File: src/rtl/itoh_pkg.sv
package itoh_pkg;

  // Default field: degree and middle exponent of the trinomial modulus
  localparam int unsigned FIELD_DEG = 233;
  localparam int unsigned FIELD_MID = 74;

  typedef enum logic [2:0] {
    ST_IDLE    = 3'd0,
    ST_INIT    = 3'd1,
    ST_POW     = 3'd2,
    ST_MA_GO   = 3'd3,
    ST_MA_WAIT = 3'd4,
    ST_MB_GO   = 3'd5,
    ST_MB_WAIT = 3'd6
  } inv_state_t;

endpackage

File: src/rtl/gf_squarer.sv
module gf_squarer #(
  parameter int unsigned M = itoh_pkg::FIELD_DEG,
  parameter int unsigned K = itoh_pkg::FIELD_MID
) (
  input  logic [M-1:0] a,
  output logic [M-1:0] y
);

  localparam int unsigned WW = 2*M - 1;

  // Spread the bits to even positions, then fold every term of degree >= M
  // back down using z^M = z^K + 1, walking from the top degree downward.
  function automatic logic [M-1:0] square_mod(input logic [M-1:0] v);
    logic [WW-1:0] w;
    w = '0;
    for (int i = 0; i < int'(M); i++) begin
      w[2*i] = v[i];
    end
    for (int i = int'(WW) - 1; i >= int'(M); i--) begin
      if (w[i]) begin
        w[i]         = 1'b0;
        w[i - M]     = ~w[i - M];
        w[i - M + K] = ~w[i - M + K];
      end
    end
    return w[M-1:0];
  endfunction

  assign y = square_mod(a);

endmodule

File: src/rtl/gf_serial_mul.sv
module gf_serial_mul #(
  parameter int unsigned M = itoh_pkg::FIELD_DEG,
  parameter int unsigned K = itoh_pkg::FIELD_MID
) (
  input  logic         clk,
  input  logic         rst_n,
  input  logic         go,
  input  logic [M-1:0] a,
  input  logic [M-1:0] b,
  output logic         busy,
  output logic         rdy,
  output logic [M-1:0] prod
);

  localparam int unsigned CW = $clog2(M + 1);
  localparam logic [M-1:0] ONE_V    = {{(M-1){1'b0}}, 1'b1};
  localparam logic [M-1:0] RED_TAIL = (ONE_V << K) | ONE_V;

  // One step of the most-significant-bit-first product:
  // acc <- acc*z mod f, then add b if the scanned multiplier bit is set.
  function automatic logic [M-1:0] mac_step(input logic [M-1:0] acc,
                                            input logic         sel,
                                            input logic [M-1:0] bv);
    logic [M-1:0] s;
    s = {acc[M-2:0], 1'b0};
    if (acc[M-1]) s = s ^ RED_TAIL;
    if (sel)      s = s ^ bv;
    return s;
  endfunction

  logic [M-1:0]  acc_q;
  logic [M-1:0]  scan_q;
  logic [M-1:0]  mcand_q;
  logic [CW-1:0] cnt_q;
  logic          busy_q;
  logic          rdy_q;

  always_ff @(posedge clk) begin
    if (!rst_n) begin
      acc_q   <= '0;
      scan_q  <= '0;
      mcand_q <= '0;
      cnt_q   <= '0;
      busy_q  <= 1'b0;
      rdy_q   <= 1'b0;
    end else begin
      rdy_q <= 1'b0;
      if (go) begin
        acc_q   <= '0;
        scan_q  <= a;
        mcand_q <= b;
        cnt_q   <= CW'(M);
        busy_q  <= 1'b1;
      end else if (busy_q) begin
        acc_q  <= mac_step(acc_q, scan_q[M-1], mcand_q);
        scan_q <= {scan_q[M-2:0], 1'b0};
        cnt_q  <= cnt_q - CW'(1);
        if (cnt_q == CW'(1)) begin
          busy_q <= 1'b0;
          rdy_q  <= 1'b1;
        end
      end
    end
  end

  assign busy = busy_q;
  assign rdy  = rdy_q;
  assign prod = acc_q;

endmodule

File: src/rtl/itoh_seq.sv
module itoh_seq
  import itoh_pkg::*;
#(
  parameter int unsigned M  = itoh_pkg::FIELD_DEG,
  parameter int unsigned XW = $clog2(M)
) (
  input  logic         clk,
  input  logic         rst_n,
  input  logic         start,
  input  logic [M-1:0] operand,
  input  logic [M-1:0] sq_a,
  input  logic [M-1:0] sq_t,
  input  logic         mul_rdy,
  input  logic [M-1:0] mul_prod,
  output logic [M-1:0] a_reg,
  output logic [M-1:0] t_reg,
  output logic         mul_go,
  output logic [M-1:0] mul_x,
  output logic [M-1:0] mul_y,
  output logic [M-1:0] result,
  output logic         done,
  output logic         err,
  output logic         busy,
  output logic         accept
);

  localparam logic [M-1:0]  ONE_V = {{(M-1){1'b0}}, 1'b1};
  localparam logic [XW-1:0] X0    = XW'((M - 1) / 2);

  inv_state_t    state_q;
  logic [M-1:0]  a_q, b_q, t_q, res_q;
  logic [XW-1:0] x_q, cnt_q;
  logic          done_q, err_q;
  logic [XW-1:0] x_half;

  assign x_half = x_q >> 1;
  assign accept = (state_q == ST_IDLE) && start;
  assign busy   = (state_q != ST_IDLE);
  assign mul_go = (state_q == ST_MA_GO) || (state_q == ST_MB_GO);
  assign mul_x  = (state_q == ST_MB_GO) ? b_q : a_q;
  assign mul_y  = (state_q == ST_MB_GO) ? a_q : t_q;

  always_ff @(posedge clk) begin
    if (!rst_n) begin
      state_q <= ST_IDLE;
      a_q     <= '0;
      b_q     <= '0;
      t_q     <= '0;
      res_q   <= '0;
      x_q     <= '0;
      cnt_q   <= '0;
      done_q  <= 1'b0;
      err_q   <= 1'b0;
    end else begin
      done_q <= 1'b0;
      unique case (state_q)
        ST_IDLE: begin
          if (start) begin
            if (operand == '0) begin
              res_q  <= '0;
              err_q  <= 1'b1;
              done_q <= 1'b1;
            end else begin
              a_q     <= operand;
              b_q     <= ONE_V;
              x_q     <= X0;
              state_q <= ST_INIT;
            end
          end
        end
        ST_INIT: begin
          a_q     <= sq_a;
          t_q     <= sq_a;
          cnt_q   <= x_q;
          state_q <= ST_POW;
        end
        ST_POW: begin
          t_q   <= sq_t;
          cnt_q <= cnt_q - XW'(1);
          if (cnt_q == XW'(1)) state_q <= ST_MA_GO;
        end
        ST_MA_GO: state_q <= ST_MA_WAIT;
        ST_MA_WAIT: begin
          if (mul_rdy) begin
            a_q <= mul_prod;
            if (x_q[0]) begin
              state_q <= ST_MB_GO;
            end else begin
              t_q     <= mul_prod;
              x_q     <= x_half;
              cnt_q   <= x_half;
              state_q <= ST_POW;
            end
          end
        end
        ST_MB_GO: state_q <= ST_MB_WAIT;
        ST_MB_WAIT: begin
          if (mul_rdy) begin
            b_q   <= mul_prod;
            a_q   <= sq_a;
            t_q   <= sq_a;
            x_q   <= x_half;
            cnt_q <= x_half;
            if (x_half == '0) begin
              res_q   <= mul_prod;
              err_q   <= 1'b0;
              done_q  <= 1'b1;
              state_q <= ST_IDLE;
            end else begin
              state_q <= ST_POW;
            end
          end
        end
        default: state_q <= ST_IDLE;
      endcase
    end
  end

  assign a_reg  = a_q;
  assign t_reg  = t_q;
  assign result = res_q;
  assign done   = done_q;
  assign err    = err_q;

endmodule

File: src/rtl/itoh_inv233.sv
module itoh_inv233 #(
  parameter int unsigned M = itoh_pkg::FIELD_DEG,
  parameter int unsigned K = itoh_pkg::FIELD_MID
) (
  input  logic         clk,
  input  logic         rst_n,
  input  logic         start,
  input  logic [M-1:0] operand,
  output logic [M-1:0] result,
  output logic         done,
  output logic         err
);

  localparam int unsigned XW = $clog2(M);

  // Named internal events, visible to the bound checker
  logic         busy;
  logic         accept;
  logic         mul_go;
  logic         mul_busy;
  logic         mul_rdy;
  logic [M-1:0] mul_x, mul_y, mul_prod;
  logic [M-1:0] a_reg, t_reg, sq_a, sq_t;

  gf_squarer #(.M(M), .K(K)) u_sq_a (.a(a_reg), .y(sq_a));
  gf_squarer #(.M(M), .K(K)) u_sq_t (.a(t_reg), .y(sq_t));

  gf_serial_mul #(.M(M), .K(K)) u_mul (
    .clk  (clk),
    .rst_n(rst_n),
    .go   (mul_go),
    .a    (mul_x),
    .b    (mul_y),
    .busy (mul_busy),
    .rdy  (mul_rdy),
    .prod (mul_prod)
  );

  itoh_seq #(.M(M), .XW(XW)) u_seq (
    .clk     (clk),
    .rst_n   (rst_n),
    .start   (start),
    .operand (operand),
    .sq_a    (sq_a),
    .sq_t    (sq_t),
    .mul_rdy (mul_rdy),
    .mul_prod(mul_prod),
    .a_reg   (a_reg),
    .t_reg   (t_reg),
    .mul_go  (mul_go),
    .mul_x   (mul_x),
    .mul_y   (mul_y),
    .result  (result),
    .done    (done),
    .err     (err),
    .busy    (busy),
    .accept  (accept)
  );

endmodule

File: config.mk
export PLATFORM = sky130hd
export DESIGN_NAME = itoh_inv233
export DESIGN_NICKNAME = d
export VERILOG_FILES = /design/src/rtl/itoh_pkg.sv /design/src/rtl/gf_squarer.sv /design/src/rtl/gf_serial_mul.sv /design/src/rtl/itoh_seq.sv /design/src/rtl/itoh_inv233.sv
export SDC_FILE = /design/constraint.sdc
export NUM_CORES = 2
export LEC_CHECK = 0
export ABC_AREA = 1
export ABC_CLOCK_PERIOD_IN_PS = 6000
export BUFFER_PORTS_ARGS = -buffer_cell sky130_fd_sc_hd__buf_4
export CAP_MARGIN = 20
export CORE_ASPECT_RATIO = 0.75
export CORE_MARGIN = 2
export CORE_UTILIZATION = 45
export CTS_BUF_LIST = sky130_fd_sc_hd__clkbuf_16
export CTS_CLUSTER_SIZE = 14
export DETAILED_ROUTE_END_ITERATION = 8
export MAX_ROUTING_LAYER = met4
export PLACE_DENSITY_LB_ADDON = 0.08
export RECOVER_POWER = 100
export SLEW_MARGIN = 20
export SYNTH_ARGS = -nofsm -noshare
export SYNTH_HDL_FRONTEND = slang
export SYNTH_SLANG_ARGS = --single-unit
File: constraint.sdc
create_clock -name clk -period 6 [get_ports clk]
set_input_delay 0.6 -clock clk [delete_from_list [all_inputs] [get_ports clk]]
set_output_delay 0.6 -clock clk [all_outputs]
set_load 0.02 [all_outputs]
### Word-level counts from Yosys, hierarchy flattened

Cells that the tools add are included.

| storage, ports and cells | value |
|---|---|
| register bits after elaboration | 1662 |
| bits in latches | 0 |
| bits in writable memories | 0 |
| bits in read-only memories | 0 |
| input port bits | 236 |
| logic and storage cells | 962 |
| memories | 0 |

| cells by class | value |
|---|---|
| $add $sub $neg | 2 |
| multipliers | 0 |
| divide/modulo/power cells | 0 |
| order comparisons | 0 |
| equal/unequal tests | 17 |
| shift operators | 0 |
| muxes and demuxes | 596 |
| bitwise logic cells | 310 |
| reductions and logical operators | 19 |

Operators with widths:

| kind | count |
|---|---|
| 233-bit two-way mux | 20 |
| 233-bit one-hot mux with 4 select lines | 2 |
| 233-bit one-hot mux with 2 select lines | 2 |
| 1-bit two-way mux | 550 |
| 1-bit inverter | 308 |
| 233-bit zero test | 1 |
| 233-bit XOR | 1 |
| 75-bit two-way mux | 1 |
| 8-bit two-way mux | 9 |
| 8-bit one-hot mux with 4 select lines | 1 |
| 5-bit AND reduction | 5 |
| 8-bit one-hot mux with 3 select lines | 1 |
| 3-bit one-hot mux with 7 select lines | 1 |
| 3-bit two-way mux | 6 |
| 8-bit by 1-bit == test with 1-bit output (second input constant) | 2 |
| 8-bit by 1-bit subtractor with 8-bit output (second input constant) | 2 |
| 2-bit != test (second input constant) | 7 |
| 3-bit == test (second input constant) | 3 |
| 8-bit zero test | 1 |
| 4-bit AND reduction | 2 |
| 4-bit nonzero test | 2 |
| 3-bit by 2-bit == test with 1-bit output (second input constant) | 2 |
| 6-bit AND reduction | 1 |
| 2-bit by 1-bit != test with 1-bit output (second input constant) | 2 |
| 10 further kinds | 12 |

### Longest topological paths before layout

| depth | value |
|---|---|
| word-level depth | 7 |
| mapped depth | 16 |
| gate-level depth less buffers | 13 |

### Modules after synthesis

A second synthesis with hierarchy kept.

| unflattened totals | value |
|---|---|
| cells, all modules | 12663 |
| area total of the unflattened synthesis | 84476.0 um2 |

Modules (own cells, without submodules):

| module | instances | cells each | area each (um2) | seq. area each (um2) |
|---|---|---|---|---|
| itoh_seq | 1 | 7268 | 47559.4 | 19058.3 |
| gf_serial_mul | 1 | 3937 | 30843.3 | 14193.6 |
| gf_squarer | 2 | 729 | 3036.7 | 0.0 |

### Least setup slack after synthesis

OpenSTA, ideal clock, no wires.

| path | value |
|---|---|
| path kind | in2reg |
| from | in operand[215] |
| to | reg u_seq.a_q[196] (netlist: u_seq.a_reg[196]) |
| setup time | 0.116 ns |
| data arrival time | 2.092 ns |
| required time | 5.884 ns |
| slack | 3.792 ns |
| cell stages on the path | 14 |
| buffers on the path | 3 |
| path through | or2_1 > nor2_1 > nand2_1 > nor2_1 > nand2_1 > nor2_2 > nand3_2 > nand2_2 > inv_2 > buf_6 > buf_4 > buf_2 > nor2_1 > nor2_1 |

| between the ends | value |
|---|---|
| word-level cells in the longest chain between the ends | 3 |

RTL lines:

| item | line | RTL |
|---|---|---|
| start, declared | itoh_inv233.sv:8 | `input logic [M-1:0] operand,` |
| 233-bit zero test | itoh_seq.sv:59 | `if (operand == '0) begin` |
| 2-bit != test (no source line) | -- |  |
| 5-bit AND reduction (no source line) | -- |  |
| end signal, assigned | itoh_seq.sv:64 | `a_q <= operand;` |
| end signal, assigned | itoh_seq.sv:72 | `a_q <= sq_a;` |
| end signal, assigned | itoh_seq.sv:85 | `a_q <= mul_prod;` |
| end, declared | itoh_seq.sv:31 | `logic [M-1:0] a_q, b_q, t_q, res_q;` |

No other way between the ends.
A chain may end at the register's enable or synchronous reset.

### Worst setup path after layout

| path | value |
|---|---|
| from | in operand[200] |
| to | reg u_seq.res_q[34] (netlist: u_seq.result[34]) |

| between the ends | value |
|---|---|
| word-level cells in the longest chain between the ends | 3 |

RTL lines:

| item | line | RTL |
|---|---|---|
| 233-bit zero test | itoh_seq.sv:59 |  |
| 2-bit != test (no source line) | -- |  |
| 5-bit AND reduction (no source line) | -- |  |
| end signal, assigned | itoh_seq.sv:105 | `res_q <= mul_prod;` |
| end, declared | itoh_seq.sv:31 |  |

No other way between the ends.

==> out/qor.csv <==
stage;metric;value;unit
synth;synth_cell_types;44;
worst_setup_path;regToRegSetupSlack;0.83;ns
floorplan;row_count;133;
worst_setup_path;slowest_delay;2.06;ns
cts;cts.sinks;1661;
timing;setup_slack;0.797;ns
status;status;complete, but fails checks;
cts;h-tree-depth;4;
worst_setup_path;crit_fanout;42;
layout;fill_cells;17800;
place;postPlaceCellArea;83000;sq um
synth;yosysWarningCount;0;
synth;syn_nets;11500;
floorplan;die_w;488;um
worst_setup_path;worstRegToRegCells;9;
grt;antenna_found_initial;19;
synth;synth_top_area_share;42.1;%
grt;grt_pass1_vias;76300;
route;drtPass1Iterations;9;
cts;postCtsHoldBufs;0;
cts;worstSkewPairLatency;0.84;ns
place;gp_congestion;1.05;
place;portBuffers;470;
layout;multi_input_area;40200;sq um
worst_setup_path;cp-startpoint;operand[200];
timing;drv_slew;461;
power;power_switching;23.1;mW
synth;syn_area_per_cell;7.02;sq um
synth;postSynthCellCount;11200;
power;cellLeakagePower;31.9;nW
route;wl_per_cell;31.0;um
worst_hold_path;hp-class;in2reg;
cts;post_cts_buffers;0;
place;place_inst;13100;
grt;track_usage;46.2;%
place;hpwlAfterDp;284000;um
cts;cts_resized;0;
run;drv_cap;8;
power;power;47.3;mW
layout;regArea;33300;sq um
worst_setup_path;arrival;5.97;ns
synth;synth.cell_area;78900;sq um
timing;hold_violations;0;
grt;grt_pass1_wl;584000;um
layout;stdcell_count;13500;
synth;ys_seq_area_share;42.1;%
place;dp_slack;1.34;ns
timing;max_freq;0.192;GHz
power;p_per_area;542;nW/um^2
worst_setup_path;worstSetupPathType;in2reg;
cts;cts_tree;built;
worst_setup_path;cp_common_cell;nor2_1;
power;p_comb_share;37.5;%
timing;fin_hold_ws;0.133;ns
cts;root_buffer;clkbuf_16;
timing;min_period;5.20;ns
status;violations;capacitance limit, slew limit;
grt;grt_max_degree;185;
synth;ys_top_cells_by_area;dfxtp_1 (42%), nand2_1 (11%), a21oi_1 (11%);
worst_setup_path;worstSetupEndpointType;flip-flop;
timing;fin_setup_tns;0;ns
power;switching_share;48.9;%
worst_setup_path;worstSetupStartpointType;input pin;
worst_setup_path;crit_family;simple AND/OR/NAND/NOR gates;
floorplan;initial_utilization;45.2;%
layout;area_growth;10.7;%
route;wirelength;418000;um
floorplan;dieArea;179000;sq um
worst_setup_path;slowest_stage;nand2_1;
worst_setup_path;crit_chain;clkbuf_1 -> nor2_1 -> nand2_1 -> nor2_1 -> nand2_1 -> nor2_1 -> nand2_1 -> nor2_1 -> nand4_1 -> nand2_1 -> clkbuf_1 -> nor2_1 -> nor2_1;
worst_setup_path;regToRegEndpoint;u_mul.scan_q[74];
worst_setup_path;cp.depth;13;
timing;finalSetupViolCount;0;
grt;grt.overflow.total;0;
timing;fin_skew;0.0338;ns
layout;fin_area;87400;sq um
route;dr.first_iter.drc_count;13700;
route;ant_nets;0;
power;intPower;24.2;mW
power;seq_power_share;39.8;%
route;vias_per_cell;6.40;
worst_setup_path;crit_end;u_seq.result[34];
power;clkPwrFrac;22.7;%
synth;netlist.top_cell.by_area;dfxtp_1;
worst_setup_path;cp.buffers_inverters;2;
floorplan;fp.dieH;367;um
cts;clkTransAtPathRegs;0.06;ns
cts;clk_path_buf_depth;3;
route;drc;0;
worst_setup_path;crit-reg2reg-launch;u_seq.state_q[0];
timing;maxSlewHeadroom;-70.6;%
floorplan;core-area;175000;sq um
cts;cts_made_buffers;176;
layout;final_core_util;50.0;%
synth;synth-seq-cells;1661;
power;max-vdd-ir-drop;0.449;mV
route;vias;86200;
floorplan;io-pin-count;471;
timing;worst_pin_slew;2.56;ns
timing;period_share;86.7;%
layout;drive_gt1_share;5.54;%
layout;nets;11300;
timing;rsz0062_at_grt;no;
worst_setup_path;worstPathRequired;6.76;ns
-- power groups by stage --
stage | clock (mW) | sequential, mW | combinational, mW
finish | 10.7 | 18.8 | 17.7
global route | 11.2 | 18.5 | 18.9
CTS | 10.7 | 18.2 | 17.1
detailed placement | 0 | 18.4 | 17.0
global placement | 0 | 18.5 | 16.9
floorplan | 0 | 15.0 | 11.9
-- worst register-to-register path, cell delays in order, from the launching register on --
cell,delay (ns)
dfxtp_1,0.54
nand2_1,0.17
nor2_4,0.14
clkbuf_4,1.78
inv_8,0.86
buf_4,0.70
nand2_1,0.46
a21oi_1,0.12
a21oi_1,0.17
a21oi_1,0.08
-- cells by family (layout without fill, tap and decap cells) --
group                    Yosys count  in the layout  share of synthesized area [%]
AO/OA/AOI/OAI                   3332           3332                           24.1
XOR/XNOR                         313            313                           3.47
adder cells (fa/ha/maj)            4              4                         0.0634
buffers and inverters           1409           1324                           7.07
flip-flops                      1661           1661                           42.1
other                              0             19                              0
AND/OR/NAND/NOR                 4525           4525                           23.2
-- layer usage --
metal / global-route usage [%] / routed length (um) / vias up
met5: - / 0 / -
met2: 58.9 / 159000 / 6201
met1: 61.8 / 166000 / 41100
met4: 29.1 / 31900 / 0
met3: 14.8 / 60700 / 1135
li1: - / - / 37800
-- synthesized netlist by cell type, drive strengths merged --
cell    number
nor2      1632
a31oi      139
o31ai      230
o221ai      24
nor3        10
o21ai      804
xnor2      176
nand3       11
o211ai       3
o22ai        2
clkbuf     740
nand4      473
dfxtp     1661
xor2       137
buf        275
inv        393
o21a         1
nor3b        1
o32ai        1
a22oi        3
ha           4
a211oi     201
nor4         2
o311ai       1
nand3b       1
a221oi     256
clkinv       1
a21oi     1663
a41oi        2
a32o         2
or2          6
nand2     2389
-- how the worst min path moves through the flow --
stage                       startpoint                 end  slack [ns]  depth (start not counted)
floorplan             u_mul.mcand_q[0]    u_mul.mcand_q[0]        0.43                          2
detailed placement  u_mul.mcand_q[164]  u_mul.mcand_q[164]        0.44                          2
global placement    u_mul.mcand_q[170]  u_mul.mcand_q[170]        0.44                          2
finish                     operand[12]     u_seq.a_reg[12]        0.13                          5
CTS                        operand[12]     u_seq.a_reg[12]        0.11                          5
global route              operand[161]    u_seq.a_reg[161]        0.15                          5
-- cell usage in the layout, fill, tap and decap left out, types with 3 or more instances in the layout --
cell type	count
xnor2_1	176
bufinv_16	9
inv_2	5
nor2_1	1624
ha_1	4
buf_4	317
clkbuf_16	182
o21ai_0	792
o211ai_1	3
inv_6	5
nand2_4	3
diode_2	19
a21oi_1	1662
o21ai_1	12
nor2_4	6
nor3_1	9
clkinv_1	46
a22oi_1	3
clkbuf_1	255
inv_1	427
o31ai_1	230
inv_8	6
or2_2	3
nand3_1	11
a211oi_1	201
a31oi_1	139
nand2_1	2384
nand4_1	473
clkinv_2	27
o221ai_1	24
a221oi_1	256
buf_12	39
dfxtp_1	1658
xor2_1	137
or2_1	3
-- area by class of cell --
type,count,share of cell area [%]
Antenna cell,19,0.0544
Clock buffer,182,5.21
Clock inverter,133,0.924
Inverter,394,1.76
Multi-Input combinational cell,8174,46.0
Sequential cell,1661,38.1
Tap cell,2295,3.29
Timing Repair Buffer,615,4.75
(Power assumes the default switching activity.)
